**src/rtl/sect_tlb_pkg.sv**
```systemverilog
package sect_tlb_pkg;
  localparam int unsigned SEC_PAGES = 8;
  localparam int unsigned SEC_W     = 3;

  typedef enum logic {
    SRC_DMD = 1'b0,
    SRC_PF  = 1'b1
  } lk_src_e;
endpackage

```
**src/rtl/sect_tlb_arb.sv**
```systemverilog
module sect_tlb_arb
  import sect_tlb_pkg::*;
#(
  parameter int unsigned VPN_W = 20
) (
  input  logic             clk_i,
  input  logic             rst_ni,
  input  logic             dmd_req_i,
  input  logic [VPN_W-1:0] dmd_vpn_i,
  input  logic             pf_req_i,
  input  logic [VPN_W-1:0] pf_vpn_i,
  output logic             lk_act_o,
  output lk_src_e          lk_src_o,
  output logic [VPN_W-1:0] lk_vpn_o,
  output logic             pf_pend_o
);
  logic             pend_q, pend_d;
  logic [VPN_W-1:0] pend_vpn_q, pend_vpn_d;

  always_comb begin
    lk_act_o   = dmd_req_i | pend_q | pf_req_i;
    lk_src_o   = SRC_PF;
    lk_vpn_o   = pf_vpn_i;
    pend_d     = 1'b0;
    pend_vpn_d = pend_vpn_q;
    if (dmd_req_i) begin
      lk_src_o = SRC_DMD;
      lk_vpn_o = dmd_vpn_i;
      if (pf_req_i) begin
        pend_d     = 1'b1;
        pend_vpn_d = pf_vpn_i;
      end else begin
        pend_d = pend_q;
      end
    end else if (pend_q) begin
      lk_vpn_o = pend_vpn_q;
      if (pf_req_i) begin
        pend_d     = 1'b1;
        pend_vpn_d = pf_vpn_i;
      end
    end
  end

  always_ff @(posedge clk_i or negedge rst_ni) begin
    if (!rst_ni) begin
      pend_q     <= 1'b0;
      pend_vpn_q <= '0;
    end else begin
      pend_q     <= pend_d;
      pend_vpn_q <= pend_vpn_d;
    end
  end

  assign pf_pend_o = pend_q;
endmodule

```
**src/rtl/sect_tlb_victim.sv**
```systemverilog
module sect_tlb_victim #(
  parameter int unsigned NUM_BLK = 8
) (
  input  logic                       clk_i,
  input  logic                       rst_ni,
  input  logic [NUM_BLK-1:0]         occ_i,
  input  logic [NUM_BLK-1:0]         neg_i,
  input  logic                       fill_neg_i,
  input  logic                       at_cap_i,
  input  logic                       adv_i,
  output logic                       vic_ok_o,
  output logic [$clog2(NUM_BLK)-1:0] vic_idx_o
);
  localparam int unsigned IDX_W = $clog2(NUM_BLK);

  logic [IDX_W-1:0]   rr_q;
  logic [NUM_BLK-1:0] elig;
  logic [IDX_W-1:0]   cand;

  always_comb begin
    if (at_cap_i && fill_neg_i) elig = neg_i;
    else if (~occ_i != '0)      elig = ~occ_i;
    else                        elig = '1;
  end

  // first eligible block at or after the rotating pointer
  always_comb begin
    vic_ok_o  = 1'b0;
    vic_idx_o = '0;
    cand      = '0;
    for (int k = 0; k < NUM_BLK; k++) begin
      cand = rr_q + IDX_W'(k);
      if (!vic_ok_o && elig[cand]) begin
        vic_ok_o  = 1'b1;
        vic_idx_o = cand;
      end
    end
  end

  always_ff @(posedge clk_i or negedge rst_ni) begin
    if (!rst_ni)     rr_q <= '0;
    else if (adv_i)  rr_q <= vic_idx_o + IDX_W'(1);
  end
endmodule

```
**src/rtl/sect_tlb_store.sv**
```systemverilog
module sect_tlb_store
  import sect_tlb_pkg::*;
#(
  parameter int unsigned VPN_W   = 20,
  parameter int unsigned PPN_W   = 20,
  parameter int unsigned NUM_BLK = 8,
  parameter int unsigned MAX_NEG = 2,
  parameter int unsigned CNT_W   = $clog2(NUM_BLK + 1)
) (
  input  logic                       clk_i,
  input  logic                       rst_ni,
  input  logic                       flush_i,
  input  logic [VPN_W-1:0]           lk_vpn_i,
  output logic                       lk_hit_o,
  output logic                       lk_map_o,
  output logic [PPN_W-1:0]           lk_ppn_o,
  input  logic                       fill_i,
  input  logic [VPN_W-SEC_W-1:0]     fill_tag_i,
  input  logic [SEC_PAGES-1:0]       fill_pval_i,
  input  logic [SEC_PAGES*PPN_W-1:0] fill_ppn_i,
  input  logic                       vic_ok_i,
  input  logic [$clog2(NUM_BLK)-1:0] vic_idx_i,
  output logic                       adv_o,
  output logic                       fill_neg_o,
  output logic                       at_cap_o,
  output logic [NUM_BLK-1:0]         occ_o,
  output logic [NUM_BLK-1:0]         neg_o,
  output logic [CNT_W-1:0]           neg_cnt_o
);
  localparam int unsigned TAG_W = VPN_W - SEC_W;
  localparam int unsigned IDX_W = $clog2(NUM_BLK);

  logic [NUM_BLK-1:0]   blk_v_q;
  logic [TAG_W-1:0]     tag_q  [NUM_BLK];
  logic [SEC_PAGES-1:0] pval_q [NUM_BLK];
  logic [PPN_W-1:0]     ppn_q  [NUM_BLK][SEC_PAGES];
  logic [CNT_W-1:0]     cnt_q, cnt_d;

  logic [TAG_W-1:0]   lk_tag;
  logic [SEC_W-1:0]   lk_slot;
  logic [NUM_BLK-1:0] lk_match, fill_match;
  logic               fm_any, clear_blk, do_wr;
  logic [IDX_W-1:0]   fm_idx, tgt;

  assign lk_tag  = lk_vpn_i[VPN_W-1:SEC_W];
  assign lk_slot = lk_vpn_i[SEC_W-1:0];

  for (genvar g = 0; g < NUM_BLK; g++) begin : g_blk
    assign lk_match[g]   = blk_v_q[g] && (tag_q[g] == lk_tag);
    assign fill_match[g] = blk_v_q[g] && (tag_q[g] == fill_tag_i);
    assign occ_o[g]      = blk_v_q[g];
    assign neg_o[g]      = blk_v_q[g] && (pval_q[g] == '0);
  end

  always_comb begin
    lk_hit_o = |lk_match;
    lk_map_o = 1'b0;
    lk_ppn_o = '0;
    for (int b = 0; b < NUM_BLK; b++) begin
      if (lk_match[b]) begin
        lk_map_o = pval_q[b][lk_slot];
        lk_ppn_o = pval_q[b][lk_slot] ? ppn_q[b][lk_slot] : '0;
      end
    end
  end

  always_comb begin
    fm_idx = '0;
    for (int b = 0; b < NUM_BLK; b++) begin
      if (fill_match[b]) fm_idx = IDX_W'(b);
    end
  end

  assign fm_any     = |fill_match;
  assign fill_neg_o = (fill_pval_i == '0);
  assign at_cap_o   = 32'(cnt_q) >= MAX_NEG;
  assign tgt        = fm_any ? fm_idx : vic_idx_i;
  assign do_wr      = fill_i && !flush_i && (fm_any || vic_ok_i);
  assign adv_o      = fill_i && !flush_i && !fm_any && vic_ok_i;
  // in-place negative refill of a mapped block at the cap drops the block
  assign clear_blk  = fm_any && fill_neg_o && at_cap_o && !neg_o[fm_idx];

  always_comb begin
    cnt_d = cnt_q;
    if (do_wr) begin
      if (neg_o[tgt])                cnt_d = cnt_d - CNT_W'(1);
      if (fill_neg_o && !clear_blk)  cnt_d = cnt_d + CNT_W'(1);
    end
  end

  always_ff @(posedge clk_i or negedge rst_ni) begin
    if (!rst_ni) begin
      blk_v_q <= '0;
      cnt_q   <= '0;
    end else if (flush_i) begin
      blk_v_q <= '0;
      cnt_q   <= '0;
    end else begin
      if (do_wr) blk_v_q[tgt] <= !clear_blk;
      cnt_q <= cnt_d;
    end
  end

  always_ff @(posedge clk_i) begin
    if (do_wr && !clear_blk) begin
      tag_q[tgt]  <= fill_tag_i;
      pval_q[tgt] <= fill_pval_i;
      for (int j = 0; j < SEC_PAGES; j++) begin
        ppn_q[tgt][j] <= fill_ppn_i[j*PPN_W +: PPN_W];
      end
    end
  end

  assign neg_cnt_o = cnt_q;
endmodule

```
**src/rtl/sect_tlb.sv**
```systemverilog
module sect_tlb
  import sect_tlb_pkg::*;
#(
  parameter int unsigned VPN_W   = 20,
  parameter int unsigned PPN_W   = 20,
  parameter int unsigned NUM_BLK = 8,
  parameter int unsigned MAX_NEG = 2
) (
  input  logic                       clk_i,
  input  logic                       rst_ni,
  input  logic                       flush_i,
  input  logic                       dmd_req_i,
  input  logic [VPN_W-1:0]           dmd_vpn_i,
  input  logic                       pf_req_i,
  input  logic [VPN_W-1:0]           pf_vpn_i,
  input  logic                       pf_walk_en_i,
  input  logic                       fill_i,
  input  logic [VPN_W-SEC_W-1:0]     fill_tag_i,
  input  logic [SEC_PAGES-1:0]       fill_pval_i,
  input  logic [SEC_PAGES*PPN_W-1:0] fill_ppn_i,
  output logic                       rsp_valid_o,
  output logic                       rsp_pf_o,
  output logic [VPN_W-1:0]           rsp_vpn_o,
  output logic                       rsp_hit_o,
  output logic                       rsp_map_o,
  output logic [PPN_W-1:0]           rsp_ppn_o,
  output logic                       walk_req_o,
  output logic [VPN_W-1:0]           walk_vpn_o
);
  localparam int unsigned IDX_W = $clog2(NUM_BLK);
  localparam int unsigned CNT_W = $clog2(NUM_BLK + 1);

  logic             lk_act, lk_hit, lk_map, pf_pend;
  lk_src_e          lk_src;
  logic [VPN_W-1:0] lk_vpn;
  logic [PPN_W-1:0] lk_ppn;

  logic               vic_ok, adv, fill_neg, at_cap;
  logic [IDX_W-1:0]   vic_idx;
  logic [NUM_BLK-1:0] occ_vec, neg_vec;
  logic [CNT_W-1:0]   neg_cnt;

  sect_tlb_arb #(.VPN_W(VPN_W)) u_arb (
    .clk_i     (clk_i),
    .rst_ni    (rst_ni),
    .dmd_req_i (dmd_req_i),
    .dmd_vpn_i (dmd_vpn_i),
    .pf_req_i  (pf_req_i),
    .pf_vpn_i  (pf_vpn_i),
    .lk_act_o  (lk_act),
    .lk_src_o  (lk_src),
    .lk_vpn_o  (lk_vpn),
    .pf_pend_o (pf_pend)
  );

  sect_tlb_store #(
    .VPN_W(VPN_W), .PPN_W(PPN_W), .NUM_BLK(NUM_BLK), .MAX_NEG(MAX_NEG), .CNT_W(CNT_W)
  ) u_store (
    .clk_i       (clk_i),
    .rst_ni      (rst_ni),
    .flush_i     (flush_i),
    .lk_vpn_i    (lk_vpn),
    .lk_hit_o    (lk_hit),
    .lk_map_o    (lk_map),
    .lk_ppn_o    (lk_ppn),
    .fill_i      (fill_i),
    .fill_tag_i  (fill_tag_i),
    .fill_pval_i (fill_pval_i),
    .fill_ppn_i  (fill_ppn_i),
    .vic_ok_i    (vic_ok),
    .vic_idx_i   (vic_idx),
    .adv_o       (adv),
    .fill_neg_o  (fill_neg),
    .at_cap_o    (at_cap),
    .occ_o       (occ_vec),
    .neg_o       (neg_vec),
    .neg_cnt_o   (neg_cnt)
  );

  sect_tlb_victim #(.NUM_BLK(NUM_BLK)) u_victim (
    .clk_i      (clk_i),
    .rst_ni     (rst_ni),
    .occ_i      (occ_vec),
    .neg_i      (neg_vec),
    .fill_neg_i (fill_neg),
    .at_cap_i   (at_cap),
    .adv_i      (adv),
    .vic_ok_o   (vic_ok),
    .vic_idx_o  (vic_idx)
  );

  always_ff @(posedge clk_i or negedge rst_ni) begin
    if (!rst_ni) begin
      rsp_valid_o <= 1'b0;
      rsp_pf_o    <= 1'b0;
      rsp_vpn_o   <= '0;
      rsp_hit_o   <= 1'b0;
      rsp_map_o   <= 1'b0;
      rsp_ppn_o   <= '0;
      walk_req_o  <= 1'b0;
      walk_vpn_o  <= '0;
    end else begin
      rsp_valid_o <= lk_act;
      rsp_pf_o    <= lk_act && (lk_src == SRC_PF);
      rsp_vpn_o   <= lk_vpn;
      rsp_hit_o   <= lk_act && lk_hit;
      rsp_map_o   <= lk_act && lk_map;
      rsp_ppn_o   <= lk_act ? lk_ppn : '0;
      walk_req_o  <= lk_act && !lk_hit && ((lk_src == SRC_DMD) || pf_walk_en_i);
      walk_vpn_o  <= {lk_vpn[VPN_W-1:SEC_W], SEC_W'(0)};
    end
  end
endmodule

```
**config.mk**
```make
export PLATFORM = sky130hd
export DESIGN_NAME = sect_tlb
export DESIGN_NICKNAME = d
export VERILOG_FILES = /design/src/rtl/sect_tlb_pkg.sv /design/src/rtl/sect_tlb_arb.sv /design/src/rtl/sect_tlb_victim.sv /design/src/rtl/sect_tlb_store.sv /design/src/rtl/sect_tlb.sv
export SDC_FILE = /design/constraint.sdc
export NUM_CORES = 2
export LEC_CHECK = 0
export BUFFER_PORTS_ARGS = -buffer_cell sky130_fd_sc_hd__buf_2
export CORE_MARGIN = 2
export CORE_UTILIZATION = 45
export DETAILED_ROUTE_END_ITERATION = 7
export GPL_TIMING_DRIVEN = 0
export MAX_ROUTING_LAYER = met4
export SYNTH_ARGS = -nofsm -noshare
export SYNTH_HDL_FRONTEND = slang
export SYNTH_SLANG_ARGS = --single-unit
export TNS_END_PERCENT = 1
```
**constraint.sdc**
```tcl
create_clock -name clk_i -period 30.3 [get_ports clk_i]
set_clock_uncertainty 0.05 [all_clocks]
set_input_delay 1.515 -clock clk_i [delete_from_list [all_inputs] [get_ports clk_i]]
set_output_delay 1.515 -clock clk_i [all_outputs]
set_load 0.05 [all_outputs]
```
==> metrics <==
Final #Nets=4610; area leader, netlist=edfxtp_1; Die Y=386.5 µm; pwr dens=70.98 nW/µm²; largest cells by area after synthesis=edfxtp_1, mux4_2, dfrtp_1; TritonRoute pass-1 iters=6; Worst setup EP type=register; Max Root-Sink Buffers=3; largest fanout on the critical path=10; Total GRT Usage=29.95%; Crit path max-delay family=buffers and inverters; worst skew pair latency=830 ps; status=complete, but fails checks; total number of vias=40.08k; drc violations=0; CTS buffer count=163; Worst Tran Pin Value=1618 ps; global route total overflow=0; share of layout cells above drive strength 1=23.05%; gpl congestion=0.9522; ys async rst share=5.189%; peak supply drop=49.47 µV; Initial DRC Count=5277; Post-Place Cell Area=70800 µm²; Worst Setup Slack, final=20790 ps; Root Driver=clkbuf_16; Routed WL=220.4 mm; Clock Sinks=1561; Final setup viols=0; synth unique cells=90; FMAX=105.2 MHz; Synth Instances=3863; slowest cell on the critical path=buf_1; vias in the first global route=38.47k; CTS H-tree lvls=4; sequential cell area fraction in the yosys report=70.59%; WHS=450.7 ps; average size of a mapped cell=17.04 µm²; P_leak=25.21 nW; io pins=297; worst path arrival time=10050 ps; fin crit period=9507 ps; DR WL/cell=34.16 µm; setup TNS=0 ps; Synth Warn #=0; #FFs+latches synth=1561; worst min path class=register to register; die area=149400 µm²; total setup buffers inserted after CTS=0; initial antenna violation count=37; relative slew slack=-7.878%; cts hold-fix bufs=0; Core Util, Final=52.27%; worst path cell trace=clkbuf_1 > clkbuf_1 > buf_2 > buf_2 > buf_1 > o21a_1 > buf_2 > buf_1 > clkbuf_1 > buf_2 > buf_1 > clkbuf_1 > a31oi_1 > nor2_1 > o21ai_0 > a221oi_1; startpoint types=input port; Post-synth EDFFs=1480; Yosys top cell area share=67.51%; Routed Antenna Nets=0; core area=145400 µm²; row count=140; ys flop type=edfxtp_1; pre-CTS setup slack=20360 ps; largest net degree at the start of global routing=110; first-pass GRT wire length=300.9 mm; Slew Viols, Final=43; class of the most critical setup path=input port to register; commonest cells in the synthesized netlist=edfxtp_1, nand2_1, mux4_2, xnor2_1, mux2i_1; Critical Path RT=30840 ps; CTS tree=built; Syn-to-layout area delta=15.44%; Buf/Inv on CP=11; Fin. Hold Viols=0; Max Cap Viol=5; crit-path max cell delay=1230 ps; starting density of the core=45.28%; die width=386.5 µm; failing checks=capacitance limit, slew limit; Mapped Area=65830 µm²; RSZ-0062 raised after global routing=false; Vias/cell=6.212; clk slew on worst S/H paths=60 ps; fin crit share=31.38%; port bufs=291; HPWL Detailed=144.8 mm; top-count cell post-synth=edfxtp_1; # resized after CTS=0; Final Instance Area=75990 µm²
[power breakdown]
group	internal (mW)	switching, mW	leakage (nW)	total [mW]
Combinational	0.301	0.577	8.33	0.878
Sequential	2.54	0.0469	14.4	2.59
Clock	1.07	0.859	2.49	1.93
[stage by stage]
stage                     cells  total power, mW
after floorplan            3865            3.186
after global placement     6073            3.539
after detailed placement   6123            3.498
after CTS                  6424            5.403
after global routing       6445            5.543
final                      6451            5.394
[flip-flops by register name, summed over array words and instances, names as in the netlist]
signal,cells
u_store.tag_q,136
u_arb.pend_vpn_q,20
u_store.neg_cnt_o,4
u_store.pval_q,64
u_store.occ_o,8
u_arb.pf_pend_o,1
rsp_pf_o,1
walk_req_o,1
rsp_hit_o,1
u_store.ppn_q,1280
u_victim.rr_q,3
rsp_ppn_o,20
rsp_vpn_o,20
rsp_valid_o,1
rsp_map_o,1
[kinds of logic (layout without fill, tap and decap cells)]
family | count (synthesis) | after routing | synth area share [%]
AO/OA/AOI/OAI | 467 | 467 | 5.204
XOR/XNOR | 269 | 269 | 3.579
adder cells (fa/ha/maj) | 7 | 7 | 0.1292
buffers and inverters | 283 | 926 | 1.895
flip-flops | 1561 | 1561 | 70.59
multiplexers | 492 | 492 | 12.77
other | 1 | 29 | 0.005697
AND/OR/NAND/NOR | 783 | 783 | 5.826
[worst reg2reg max path: stages (launching register included)]
cell and delay (ps):
dfrtp_1 320, clkbuf_1 270, buf_2 360, buf_2 360, mux2i_1 220, o21a_1 260
buf_2 360, buf_1 950, clkbuf_1 860, buf_2 600, buf_1 1230, clkbuf_1 950
a31oi_1 170, nor2_1 150, o21ai_0 100, a221oi_1 960
[cell type report]
class                           count  area [µm²]
Buffer                            248        1140
Sequential cell                  1561       46470
Inverter                           35       138.9
Multi-Input combinational cell   2021       18200
Timing Repair Buffer              342        2490
Fill cell                       11850       69400
Clock buffer                      215        4415
Antenna cell                       26       65.06
Tap cell                         1917        2399
Clock inverter                     86       680.7
[final timing paths]
check / from / to / slack [ps] / cells past startpoint
worst max-delay path: dmd_req_i / rsp_ppn_o[9] / 20790 / 16
worst min-delay path: u_arb.pend_vpn_q[8] / u_arb.pend_vpn_q[8] / 450 / 1
worst max register to register: u_arb.pf_pend_o / rsp_ppn_o[9] / 21910 / 15
worst min register to register: u_arb.pend_vpn_q[8] / u_arb.pend_vpn_q[8] / 450 / 1
max in group asynchronous: rst_ni / rsp_ppn_o[2] / 28920 / 2
min in group asynchronous: rst_ni / rsp_vpn_o[13] / 510 / 1
[layer usage]
metal  up-vias  track usage (%)  wire length (µm)  part of all wire (%)
li1      16380                -                 -                     -
met3       404            8.576             25550                    12
met4         0            10.49              7832                   3.6
met2      2518            44.94            101300                    46
met5         -                -                 0                     0
met1     20780            39.23             85710                    39
[placed cells by master (no fill, tap or decap), types with 15 or more instances in the layout]
cell,synthesis,layout
edfxtp_1,1480,1480
xnor2_1,177,177
a21oi_1,85,83
xor2_1,92,92
nand3_1,58,58
inv_1,32,31
mux2_2,49,49
o211ai_1,21,21
mux2i_1,167,167
a311oi_1,20,20
o21a_1,47,47
clkbuf_16,0,164
nand4_1,84,84
nand2_1,359,359
o21ai_0,37,37
o31a_1,21,21
nor3b_1,26,26
clkinv_1,1,36
a311o_1,20,20
buf_4,24,24
o211a_1,23,23
nor2_1,107,100
a31oi_1,24,24
mux4_2,271,271
a21o_1,24,24
buf_1,28,18
clkinv_2,0,29
buf_2,51,351
clkbuf_1,142,172
o21ai_1,28,25
a211oi_1,20,20
a211o_1,15,15
dfrtp_1,81,81
diode_2,0,26
a221oi_1,20,20
nor4_1,33,32
nor3_1,22,22
buf_12,1,44
(Power assumes the default switching activity.)
